`src/rtl/poll_arb_pkg.sv`:
```
package poll_arb_pkg;

  typedef enum logic [1:0] {
    PS_IDLE = 2'd0,
    PS_POLL = 2'd1,
    PS_HOLD = 2'd2
  } poll_state_e;

  function automatic int addr_width(input int n);
    return (n > 1) ? $clog2(n) : 1;
  endfunction

endpackage

```
`src/rtl/poll_sequencer.sv`:
```
module poll_sequencer
  import poll_arb_pkg::*;
#(
  parameter int N_MASTERS = 8,
  parameter int ADDR_W    = 3
) (
  input  logic              clk,
  input  logic              rst_n,
  input  logic              any_req,
  input  logic              any_claim,
  input  logic              busy,
  output logic              poll_valid,
  output logic [ADDR_W-1:0] poll_addr
);

  localparam logic [ADDR_W-1:0] LAST_IDX = ADDR_W'(N_MASTERS - 1);

  poll_state_e       state_q, state_d;
  logic [ADDR_W-1:0] ptr_q, ptr_d, ptr_inc;
  logic              ptr_en;

  assign ptr_inc = (ptr_q == LAST_IDX) ? '0 : ptr_q + 1'b1;

  always_comb begin
    state_d = state_q;
    ptr_d   = ptr_q;
    ptr_en  = 1'b0;
    unique case (state_q)
      PS_IDLE: begin
        if (any_req) state_d = PS_POLL;
      end
      PS_POLL: begin
        if (any_claim) begin
          state_d = PS_HOLD;
        end else if (!any_req) begin
          state_d = PS_IDLE;
        end else begin
          ptr_d  = ptr_inc;
          ptr_en = 1'b1;
        end
      end
      PS_HOLD: begin
        if (!busy) begin
          ptr_d   = ptr_inc;
          ptr_en  = 1'b1;
          state_d = any_req ? PS_POLL : PS_IDLE;
        end
      end
      default: state_d = PS_IDLE;
    endcase
  end

  always_ff @(posedge clk or negedge rst_n) begin
    if (!rst_n) begin
      state_q <= PS_IDLE;
    end else begin
      state_q <= state_d;
    end
  end

  always_ff @(posedge clk or negedge rst_n) begin
    if (!rst_n) begin
      ptr_q <= '0;
    end else if (ptr_en) begin
      ptr_q <= ptr_d;
    end
  end

  assign poll_valid = (state_q == PS_POLL);
  assign poll_addr  = ptr_q;

endmodule

```
`src/rtl/poll_master_tap.sv`:
```
module poll_master_tap #(
  parameter int ADDR_W = 3,
  parameter int TAP_ID = 0
) (
  input  logic              clk,
  input  logic              rst_n,
  input  logic              req,
  input  logic              poll_valid,
  input  logic [ADDR_W-1:0] poll_addr,
  output logic              claim,
  output logic              own
);

  localparam logic [ADDR_W-1:0] MY_IDX = ADDR_W'(TAP_ID);

  logic own_q, own_d, own_en;

  assign claim = poll_valid && (poll_addr == MY_IDX) && req;

  always_comb begin
    own_en = claim || own_q;
    own_d  = own_q ? req : claim;
  end

  always_ff @(posedge clk or negedge rst_n) begin
    if (!rst_n) begin
      own_q <= 1'b0;
    end else if (own_en) begin
      own_q <= own_d;
    end
  end

  assign own = own_q;

endmodule

```
`src/rtl/poll_wire_or.sv`:
```
module poll_wire_or #(
  parameter int N_MASTERS = 8
) (
  input  logic [N_MASTERS-1:0] req_vec,
  input  logic [N_MASTERS-1:0] claim_vec,
  input  logic [N_MASTERS-1:0] own_vec,
  output logic                 any_req,
  output logic                 any_claim,
  output logic                 busy
);

  assign any_req   = |req_vec;
  assign any_claim = |claim_vec;
  assign busy      = |own_vec;

endmodule

```
`src/rtl/poll_arbiter.sv`:
```
module poll_arbiter
  import poll_arb_pkg::*;
#(
  parameter  int N_MASTERS = 8,
  localparam int ADDR_W    = addr_width(N_MASTERS)
) (
  input  logic                 clk,
  input  logic                 rst_n,
  input  logic [N_MASTERS-1:0] mst_req,
  output logic                 poll_valid,
  output logic [ADDR_W-1:0]    poll_addr,
  output logic                 busy,
  output logic [N_MASTERS-1:0] mst_claim,
  output logic [N_MASTERS-1:0] mst_own
);

  logic any_req;
  logic any_claim;

  poll_sequencer #(
    .N_MASTERS (N_MASTERS),
    .ADDR_W    (ADDR_W)
  ) u_seq (
    .clk        (clk),
    .rst_n      (rst_n),
    .any_req    (any_req),
    .any_claim  (any_claim),
    .busy       (busy),
    .poll_valid (poll_valid),
    .poll_addr  (poll_addr)
  );

  for (genvar k = 0; k < N_MASTERS; k++) begin : g_tap
    poll_master_tap #(
      .ADDR_W (ADDR_W),
      .TAP_ID (k)
    ) u_tap (
      .clk        (clk),
      .rst_n      (rst_n),
      .req        (mst_req[k]),
      .poll_valid (poll_valid),
      .poll_addr  (poll_addr),
      .claim      (mst_claim[k]),
      .own        (mst_own[k])
    );
  end

  poll_wire_or #(
    .N_MASTERS (N_MASTERS)
  ) u_or (
    .req_vec   (mst_req),
    .claim_vec (mst_claim),
    .own_vec   (mst_own),
    .any_req   (any_req),
    .any_claim (any_claim),
    .busy      (busy)
  );

endmodule

```
`config.mk`:
```
export PLATFORM = sky130hd
export DESIGN_NAME = poll_arbiter
export DESIGN_NICKNAME = d
export VERILOG_FILES = /design/src/rtl/poll_arb_pkg.sv /design/src/rtl/poll_sequencer.sv /design/src/rtl/poll_master_tap.sv /design/src/rtl/poll_wire_or.sv /design/src/rtl/poll_arbiter.sv
export SDC_FILE = /design/constraint.sdc
export NUM_CORES = 1
export LEC_CHECK = 0
export BUFFER_PORTS_ARGS = -buffer_cell sky130_fd_sc_hd__buf_4
export CORE_UTILIZATION = 45
export CTS_CLUSTER_DIAMETER = 60
export DETAILED_ROUTE_END_ITERATION = 16
export PLACE_DENSITY = 0.71
export SLEW_MARGIN = 5
export SYNTH_ARGS = -nofsm -noshare
export SYNTH_HDL_FRONTEND = slang
export SYNTH_SLANG_ARGS = --single-unit
```
`constraint.sdc`:
```
create_clock -name clk -period 2.8 [get_ports clk]
set_input_delay 0.42 -clock clk [delete_from_list [all_inputs] [get_ports clk]]
set_output_delay 0.42 -clock clk [all_outputs]
set_load 0.1 [all_outputs]
```
==> results.yml, run 1 <==
route:
  routedWlPerCell_um: 12.9
  drtPass1Iterations: 4
  antenna_left: 0
  routed_via_density: 5.08
  drtIter0Drc: 12
  dr_total_vias: 727
  drcViolationCount: 0
  drt-total-wl_um: 1840
timing:
  finalClockSkew_ns: 0.00487
  slew_viol_final: 0
  rsz0062_at_grt: "no"
  worstMarginPinSlew_ns: 0.379
  fin_crit_sh_pct: 79.4
  hold_viol_final: 0
  maxSlewHeadroom_pct: 74.6
  tns_ns: 0
  finalSetupViolations: 0
  fmax_ghz: 0.450
  fin_crit_ns: 2.22
min_path:
  hold_path_class: "primary input to flip-flop"
floorplan:
  die_w_um: 47.5
  floorplan.initialDensity_pct: 47.6
  die_area_um2: 2260
  die_h_um: 47.5
  rows: 16
  io_pins: 31
  coreArea_um2: 1960
placement:
  gp_congestion: 0.804
  io_buffers: 30
  dpl.hpwl_um: 1460
critical_path:
  start_kind: "flip-flop"
  worstSetupPathType: "flip-flop to output port"
  worstPathRequired_ns: 2.38
  cp-startpoint: "u_seq.state_q[1]$_DFFE_PN0P_"
  ff2ff_path_depth: 6
  reg2reg_slack_ns: 0.59
  timing.rr.start: "u_seq.poll_addr[0]$_DFFE_PN0P_"
  worst_ep_arrival_time_ns: 1.80
  cp_max_fo: 13
  critPathCaptureType: "output port"
  reg2reg_to: "u_seq.poll_addr[0]$_DFFE_PN0P_"
  crit_end: "mst_claim[5]"
synth:
  postSynthCellCount: 98
  synth_cell_types: 25
  synth_nets: 118
  synthDominantCellAreaShare_pct: 34.9
  seq_area_frac_synth_pct: 34.9
  yosys.area.top_type: "dfrtp_1"
  yosysWarnings: 0
  synth.area.top_cells: "dfrtp_1 (35%), buf_4 (14%), ha_1 (13%)"
  syn_avg_cell_area_um2: 9.52
  synth_area_um2: 933
  synth-seq-cells: 13
status:
  outcome: "completed"
clocking:
  cts_buffers: 3
  clk_path_buf_depth: 2
  cts_tree: "done"
  h-tree-depth: 1
  clock_latency_ns: 0.28
  worst_setup_hold_path_clk_slew_ns: 0.08
  cts_root_buf: "clkbuf_4"
  cts_sinks: 13
  post_cts_buffers: 0
grt:
  grt_start_max_net_pins: 14
  grt_pass1_wl_um: 2710
  grt_pass1_vias: 617
  gr-usage-all-layers_pct: 17.7
  grt_overflow_total: 0
  antenna_found_initial: 0
layout:
  n_fill_cell: 191
  areaGrowthSynthToFinish_pct: 18.0
  drive_gt1_share_pct: 32.8
  fin_nets: 137
  multi_input_area_um2: 447
  regArea_um2: 325
  diodes: 0
run:
  maxCapViolations: 0
==> per-layer routing <==
metal  track usage, %  vias up  part of all wire (%)
li1                 -      355                     -
met1             22.8      341                    46
met2             28.5       26                    45
met3             2.26        5                   6.7
met4             10.0        0                   2.1
met5                0        -                     0
==> cells in the mapped netlist <==
cell type / count
a21o_1: 4
a32o_2: 1
ha_1: 10
a21oi_1: 2
dfrtp_1: 13
o21ai_0: 1
nand2_1: 14
mux2_4: 1
a22o_1: 1
mux2_2: 1
nand4b_1: 3
inv_1: 9
a32o_1: 1
and3_1: 3
a211oi_1: 1
nand4_1: 2
or4b_1: 1
nor4_2: 2
nor3b_1: 1
buf_4: 17
a31oi_1: 1
nand2b_1: 1
nor4_1: 2
mux2i_1: 2
nor2_1: 4
==> cells in the final DEF, fill, tap and decap left out, types with 3 or more instances in the layout <==
cell	synthesis	final
clkbuf_4	0	3
a21o_1	4	4
and3_1	3	3
nor2_1	4	4
nand2_1	14	14
nand4b_1	3	3
inv_1	9	9
dfrtp_1	13	13
buf_4	17	30
ha_1	10	10
==> final cells by class <==
cell class / count / area share, %
clock buffers: 4 / 2.39
repair buffers: 31 / 21.4
inverters: 9 / 3.07
flip-flops and latches: 13 / 29.5
well taps: 27 / 3.07
multi-input cells: 59 / 40.6
==> logic make-up after synthesis <==
| kind of cell | Yosys count | share of synthesized area [%] |
|---|---|---|
| AOI/OAI and AO/OA | 12 | 9.52 |
| adders and majority gates | 10 | 13.4 |
| DFF | 13 | 34.9 |
| muxes | 4 | 4.96 |
| and+or+nand+nor | 33 | 20.0 |
| buffers and inverters | 26 | 17.3 |
==> sequential cells by signal, indices dropped and copies added (netlist names) <==
signal and count:
u_seq.state_q 2, u_seq.poll_addr 3, g_tap.u_tap.own 8
==> worst min path at each step <==
| stage | from | to | slack, ns | depth (start not counted) |
|---|---|---|---|---|
| 3_3_place_gp | rst_n | g_tap[3].u_tap.own$_DFFE_PN0P_ | 0.28 | 1 |
| 6_report | mst_req[1] | g_tap[1].u_tap.own$_DFFE_PN0P_ | 0.36 | 3 |
| 4_1_cts | mst_req[1] | g_tap[1].u_tap.own$_DFFE_PN0P_ | 0.35 | 3 |
| 3_5_place_dp | rst_n | g_tap[3].u_tap.own$_DFFE_PN0P_ | 0.28 | 1 |
| 5_1_grt | mst_req[1] | g_tap[1].u_tap.own$_DFFE_PN0P_ | 0.36 | 3 |
| 2_1_floorplan | rst_n | g_tap[0].u_tap.own$_DFFE_PN0P_ | 0.12 | 0 |
==> per-stage QoR <==
step	util [%]	setup WS, ns	area (um2)	hold slack (ns)	instances
final	56.1	0.577	1100	0.357	143
after global routing	56.1	0.403	1100	0.361	143
after CTS	56.1	0.546	1100	0.350	143
after detailed placement	54.3	0.593	1060	0.278	138
after global placement	54.3	0.644	1060	0.276	138
after floorplan	-	0.164	933	0.124	98
==> critical path: stages (launching register included) <==
cell	delay, ns
dfrtp_1	0.40
inv_1	0.10
ha_1	0.38
nand2_1	0.15
nor2_1	0.17
buf_4	0.31
==> timing repair <==
action                    in CTS  in global routing
hold endpoints to repair      13                  0
hold buffers                   1                  0
resized for setup              0                  0
Power of run 1 is not shown: default switching activity piles up to over one toggle a cycle in this logic, so the estimate is an artifact.
==> inputs of run 2 (changes only) <==
Settings changed: ABC_AREA from default to 1, PLACE_DENSITY 0.71 to 0.72.
Clock period 2.8 ns to 1.8 ns, I/O delays scaled along.
==> run 2 against run 1 <==
Compared with the run above:
- non-clock buffer count up 10
- flip-flop and latch count is the same
- critical path depth up 1
- area after synthesis rose by 17%
- first-iteration DRC count fell by 25%
- final area grew 42%
- wire length is 45% higher
- die area up 17%
- register-to-register slack got worse by 0.49 ns
- clock skew is 0.0017 ns higher
- critical endpoint is now mst_claim[0]
- highest routed layer unchanged
==> results.yml, run 2 <==
status:
  outcome: "completed"
synth:
  synth-seq-cells: 13
  synth_flop_cell: "dfrtp_1"
  synth_edf_count: 0
  synth_area_um2: 1100
  synthDominantCellAreaShare_pct: 29.7
  syn_avg_cell_area_um2: 7.72
  synth_nets: 162
  synth.area.top_cells: "dfrtp_1 (30%), nand2_1 (12%), ha_1 (11%)"
  synthTopCellsByCount: "nand2_1 (35), inv_1 (21), buf_4 (16)"
  seq_area_frac_synth_pct: 29.7
  postSynthCellCount: 142
  async_flop_share_pct: 100
  yosys.area.top_type: "dfrtp_1"
  yosysWarnings: 0
  synth_cell_types: 22
  synth.most_common_cell: "nand2_1"
critical_path:
  cp_max_fo: 6
  critPathCaptureType: "output port"
  crit_chain: "inv_2 -> ha_4 -> buf_6 -> nand4_1 -> inv_2 -> buf_12"
  crit_end: "mst_claim[0]"
  worstSetupPathType: "flip-flop to output port"
  reg2reg_to: "u_seq.poll_addr[0]$_DFFE_PN0P_"
  timing.rr.start: "u_seq.state_q[1]$_DFFE_PN0P_"
  cp_common_cell: "inv_2"
  slowest_stage: "dfrtp_1"
  ff2ff_path_depth: 12
  start_kind: "flip-flop"
  worst_ep_arrival_time_ns: 1.52
  reg2reg_slack_ns: 0.10
  max_stage_delay_ns: 0.42
  worstPathRequired_ns: 1.53
  cp-startpoint: "u_seq.state_q[1]$_DFFE_PN0P_"
route:
  antenna_left: 0
  drtPass1Iterations: 5
  top_layer_used: "met4"
  routed_via_density: 4.73
  routedWlPerCell_um: 13.4
  drtIter0Drc: 9
  drt-met1-wl_um: 1070
  routed-wl-met2_um: 1400
  dr_total_vias: 936
  dr_wl_met3_um: 111
  drcViolationCount: 0
  drt-total-wl_um: 2660
grt:
  grt_overflow_total: 0
  grt_start_max_net_pins: 14
  gr-usage-all-layers_pct: 23.2
  grt_pass1_wl_um: 4280
  grt_pass1_vias: 985
  antenna_found_initial: 0
layout:
  layout_common_cells: "nand2_1 (35), buf_4 (30), nor2_1 (12)"
  drive_gt1_share_pct: 50.6
  n_fill_cell: 191
  multi_input_area_um2: 654
  layout_commonest_cell: "nand2_1"
  final_cell_area_um2: 1560
  largest_reg_flops: 8
  diodes: 0
  final_util_pct: 69.2
  fin_nets: 191
  areaGrowthSynthToFinish_pct: 42.4
  regArea_um2: 335
  instances_no_fill: 198
timing:
  hold_viol_final: 0
  rsz0062_at_grt: "yes"
  fin_crit_ns: 1.79
  maxSlewHeadroom_pct: 81.5
  finalClockSkew_ns: 0.00656
  fin_crit_sh_pct: 99.5
  whs_ns: 0.195
  slew_viol_final: 0
  finalSetupViolations: 0
  fmax_ghz: 0.558
  worstMarginPinSlew_ns: 0.280
clocking:
  cts_sinks: 13
  cts_buffers: 3
  cts_root_buf: "clkbuf_4"
  worst_setup_hold_path_clk_slew_ns: 0.09
  clock_latency_ns: 0.29
  clk_path_buf_depth: 2
  cts_tree: "done"
  h-tree-depth: 1
run:
  maxCapViolations: 0
floorplan:
  die_w_um: 51.4
  io_pins: 31
  coreArea_um2: 2250
  die_area_um2: 2640
  die_h_um: 51.4
  rows: 17
  floorplan.initialDensity_pct: 48.6
placement:
  dpl.hpwl_um: 1860
  gp_congestion: 0.786
  dp_cells: 183
  io_buffers: 30
  dpl_cell_area_um2: 1260
min_path:
  hold_path_class: "primary input to flip-flop"
## run 2: kinds of logic (layout without fill, tap and decap cells)
kind of cell,Yosys count,after routing,synth area share [%]
fa+ha+maj,10,10,11.4
simple gates,75,75,36.9
flops,13,13,29.7
compound gates,4,4,2.17
buf+inv,40,68,19.9
## run 2: metal layers
| layer | vias up | GRT usage [%] |
|---|---|---|
| met5 | - | 0 |
| met4 | 0 | 14.0 |
| met3 | 7 | 4.17 |
| met2 | 29 | 42.5 |
| met1 | 427 | 24.2 |
| li1 | 473 | - |
## run 2: repair_timing
action                                  in CTS  in global routing
buffers inserted                             5                  5
hold buffers                                 1                  0
endpoints found under the hold margin       13                  0
gates resized for setup                     37                 18
endpoints found under the setup margin       8                  7
pin swaps                                    1                  6
## run 2: metrics by stage
step | setup TNS [ns] | setup WS (ns)
5_1_grt | -0.199 | -0.0550
6_report | 0 | 0.00829
4_1_cts | 0 | 0.00408
3_5_place_dp | 0 | 0.0788
2_1_floorplan | 0 | 0.000772
3_3_place_gp | 0 | 0.141
## run 2: final cells by class
cell class,instances,area share (%)
Sequential cell,13,21.5
Timing Repair Buffer,41,26.8
Tap cell,28,2.25
Inverter,23,5.85
Clock buffer,4,1.68
Multi-Input combinational cell,89,41.9
## run 2: how the worst min path moves through the flow
stage / start / endpoint / slack, ns / cells after the start
finish: mst_req[4] / g_tap[4].u_tap.own$_DFFE_PN0P_ / 0.19 / 3
CTS: mst_req[4] / g_tap[4].u_tap.own$_DFFE_PN0P_ / 0.19 / 3
global route: mst_req[4] / g_tap[4].u_tap.own$_DFFE_PN0P_ / 0.20 / 3
global placement: rst_n / g_tap[0].u_tap.own$_DFFE_PN0P_ / 0.13 / 1
detailed placement: rst_n / g_tap[6].u_tap.own$_DFFE_PN0P_ / 0.13 / 1
floorplan: rst_n / g_tap[0].u_tap.own$_DFFE_PN0P_ / -0.03 / 0
## run 2: critical path, delay by kind of cell, from the launching register on
family                     cells  cell delay (ns)
buffers and inverters          4             0.50
and+or+nand+nor                1             0.14
adders and majority gates      1             0.17
DFF                            1             0.42
Power of run 2 is left out for the same reason.
==> inputs of run 3 (changes only) <==
Clock period 1.8 ns to 1.5 ns, I/O delays scaled along.
==> run 3 against run 2 <==
Compared with the run above:
- the flow now finishes with violations (negative setup slack)
- critical path type unchanged
- core utilization grew 7.9 points
- via count grew 11%
- critical path depth grew 1
- clock skew grew 0.0037 ns
- flip-flop and latch count is the same
- first-iteration DRC count grew 44%
- setup slack lost 0.27 ns
==> results.yml, run 3 (synthesized netlist as in run 2, its figures left out) <==
status:
  violations: "negative setup slack"
  outcome: "complete, but fails checks"
route:
  routed_via_density: 4.89
  drt-total-wl_um: 2820
  drtIter0Drc: 13
  antenna_left: 0
  drtPass1Iterations: 4
  dr_total_vias: 1037
  drcViolationCount: 0
  routedWlPerCell_um: 13.3
layout:
  n_fill_cell: 145
  layout_commonest_cell: "buf_4"
  layout_common_cells: "buf_4 (40), nand2_1 (33), nor2_1 (10), dfrtp_1 (10), buf_12 (10)"
  drive_gt1_share_pct: 57.1
  fin_nets: 205
  diodes: 0
  areaGrowthSynthToFinish_pct: 58.6
  largest_reg_flops: 8
  instances_no_fill: 212
floorplan:
  die_h_um: 51.4
  io_pins: 31
  floorplan.initialDensity_pct: 48.6
  die_area_um2: 2640
  coreArea_um2: 2250
  die_w_um: 51.4
  rows: 17
timing:
  finalSetupViolations: 14
  fin_crit_ns: 1.76
  finalClockSkew_ns: 0.0103
  fin_ws_ns: -0.258
  fmax_ghz: 0.569
  slew_viol_final: 0
  hold_viol_final: 0
  rsz0062_at_grt: "yes"
  whs_ns: 0.139
  worstMarginPinSlew_ns: 0.282
  fin_crit_sh_pct: 117
  tns_ns: -2.76
  maxSlewHeadroom_pct: 81.3
clocking:
  clk_path_buf_depth: 2
  cts_sinks: 13
  worst_setup_hold_path_clk_slew_ns: 0.10
  cts_buffers: 3
  clock_latency_ns: 0.29
  cts_root_buf: "clkbuf_4"
  cts_tree: "done"
  h-tree-depth: 1
placement:
  dp_cells: 190
  gp_congestion: 0.886
  dpl.hpwl_um: 1870
  io_buffers: 30
critical_path:
  cp_num_buf_inv: 5
  crit_chain: "inv_2 -> ha_4 -> buf_8 -> nand3_4 -> buf_6 -> inv_4 -> buf_12"
  critPathTopFamily: "buffers and inverters"
  worstSetupPathType: "flip-flop to output port"
  cp_max_fo: 6
  worst_ep_arrival_time_ns: 1.53
  worstPathRequired_ns: 1.27
  start_kind: "flip-flop"
  critPathCaptureType: "output port"
  max_stage_delay_ns: 0.41
  slowest_stage: "dfrtp_1"
  reg2reg_slack_ns: -0.20
pwr:
  power_mw: 3.96
  vdd_drop_max_uv: 1700
  combPwrFrac_pct: 78.3
  power.share.sequential_pct: 15.7
  leakagePower_nw: 0.943
  switching_share_pct: 57.6
  p_sw_mw: 2.28
  p_int_mw: 1.68
  p_clk_share_pct: 6.0
  p_per_area_nw_per_um2: 2280
grt:
  grt_pass1_wl_um: 4570
  grt_start_max_net_pins: 14
  grt_overflow_total: 0
  grt_pass1_vias: 1041
  antenna_found_initial: 0
  gr-usage-all-layers_pct: 23.8
run:
  maxCapViolations: 0
min_path:
  hold_path_class: "primary input to flip-flop"
[run 3: layout make-up]
| type | count | area [um2] | area share (%) |
|---|---|---|---|
| repair buffers | 55 | 559 | 32.2 |
| flip-flops and latches | 13 | 337 | 19.4 |
| clock buffers | 4 | 26.3 | 1.51 |
| well taps | 28 | 35.0 | 2.02 |
| inverters | 23 | 98.8 | 5.69 |
| multi-input cells | 89 | 682 | 39.2 |
[run 3: stage by stage]
stage | utilization [%] | instance area [um2] | setup slack, ns
floorplan | - | 1270 | -0.192
global placement | 60.4 | 1360 | -0.0606
detailed placement | 60.4 | 1360 | -0.0873
CTS | 74.0 | 1670 | -0.231
global route | 77.1 | 1740 | -0.303
finish | 77.1 | 1740 | -0.258
[run 3: power groups by stage]
stage	Sequential (mW)	Combinational [mW]	Clock, mW
2_1_floorplan	0.857	1.91	0
3_3_place_gp	0.605	2.47	0
3_5_place_dp	0.609	2.52	0
4_1_cts	0.606	2.98	0.242
5_1_grt	0.635	3.27	0.260
6_report	0.621	3.10	0.239
[run 3: worst reg2reg max path, delay by kind of cell, from the launching register on]
family | cells | cell delay, ns
fa+ha+maj | 2 | 0.37
flops | 1 | 0.53
compound gates | 1 | 0.06
buf+inv | 1 | 0.12
simple gates | 7 | 0.53
[run 3: routing by layer]
metal  track usage [%]  share of wire, %  routed length [um]
met5                 0                 0                   0
met4              10.8               3.4                  95
met3              4.46               4.6                 130
met2              44.3                53                1500
met1              25.7                39                1090
[run 3: timing repair]
action | 4_1_cts | 5_1_grt
buffers inserted | 13 | 4
gates cloned | 0 | 0
setup endpoints to repair | 15 | 15
hold buffers | 1 | 0
resized for setup | 48 | 12
endpoints found under the hold margin | 13 | 0
pin swaps | 8 | 7
[run 3: path summary, 6_finish.rpt]
kind | cells past startpoint | endpoint | from
hold reg to reg | 2 | g_tap[1].u_tap.own$_DFFE_PN0P_ | g_tap[1].u_tap.own$_DFFE_PN0P_
setup / recovery | 7 | mst_claim[7] | u_seq.state_q[1]$_DFFE_PN0P_
setup reg to reg | 11 | u_seq.poll_addr[0]$_DFFE_PN0P_ | u_seq.poll_addr[1]$_DFFE_PN0P_
min in group asynchronous | 2 | u_seq.state_q[0]$_DFFE_PN0P_ | rst_n
max in group asynchronous | 2 | u_seq.poll_addr[0]$_DFFE_PN0P_ | rst_n
hold / removal | 3 | g_tap[4].u_tap.own$_DFFE_PN0P_ | mst_req[4]
Note: power is estimated with default switching activity, not from simulation.
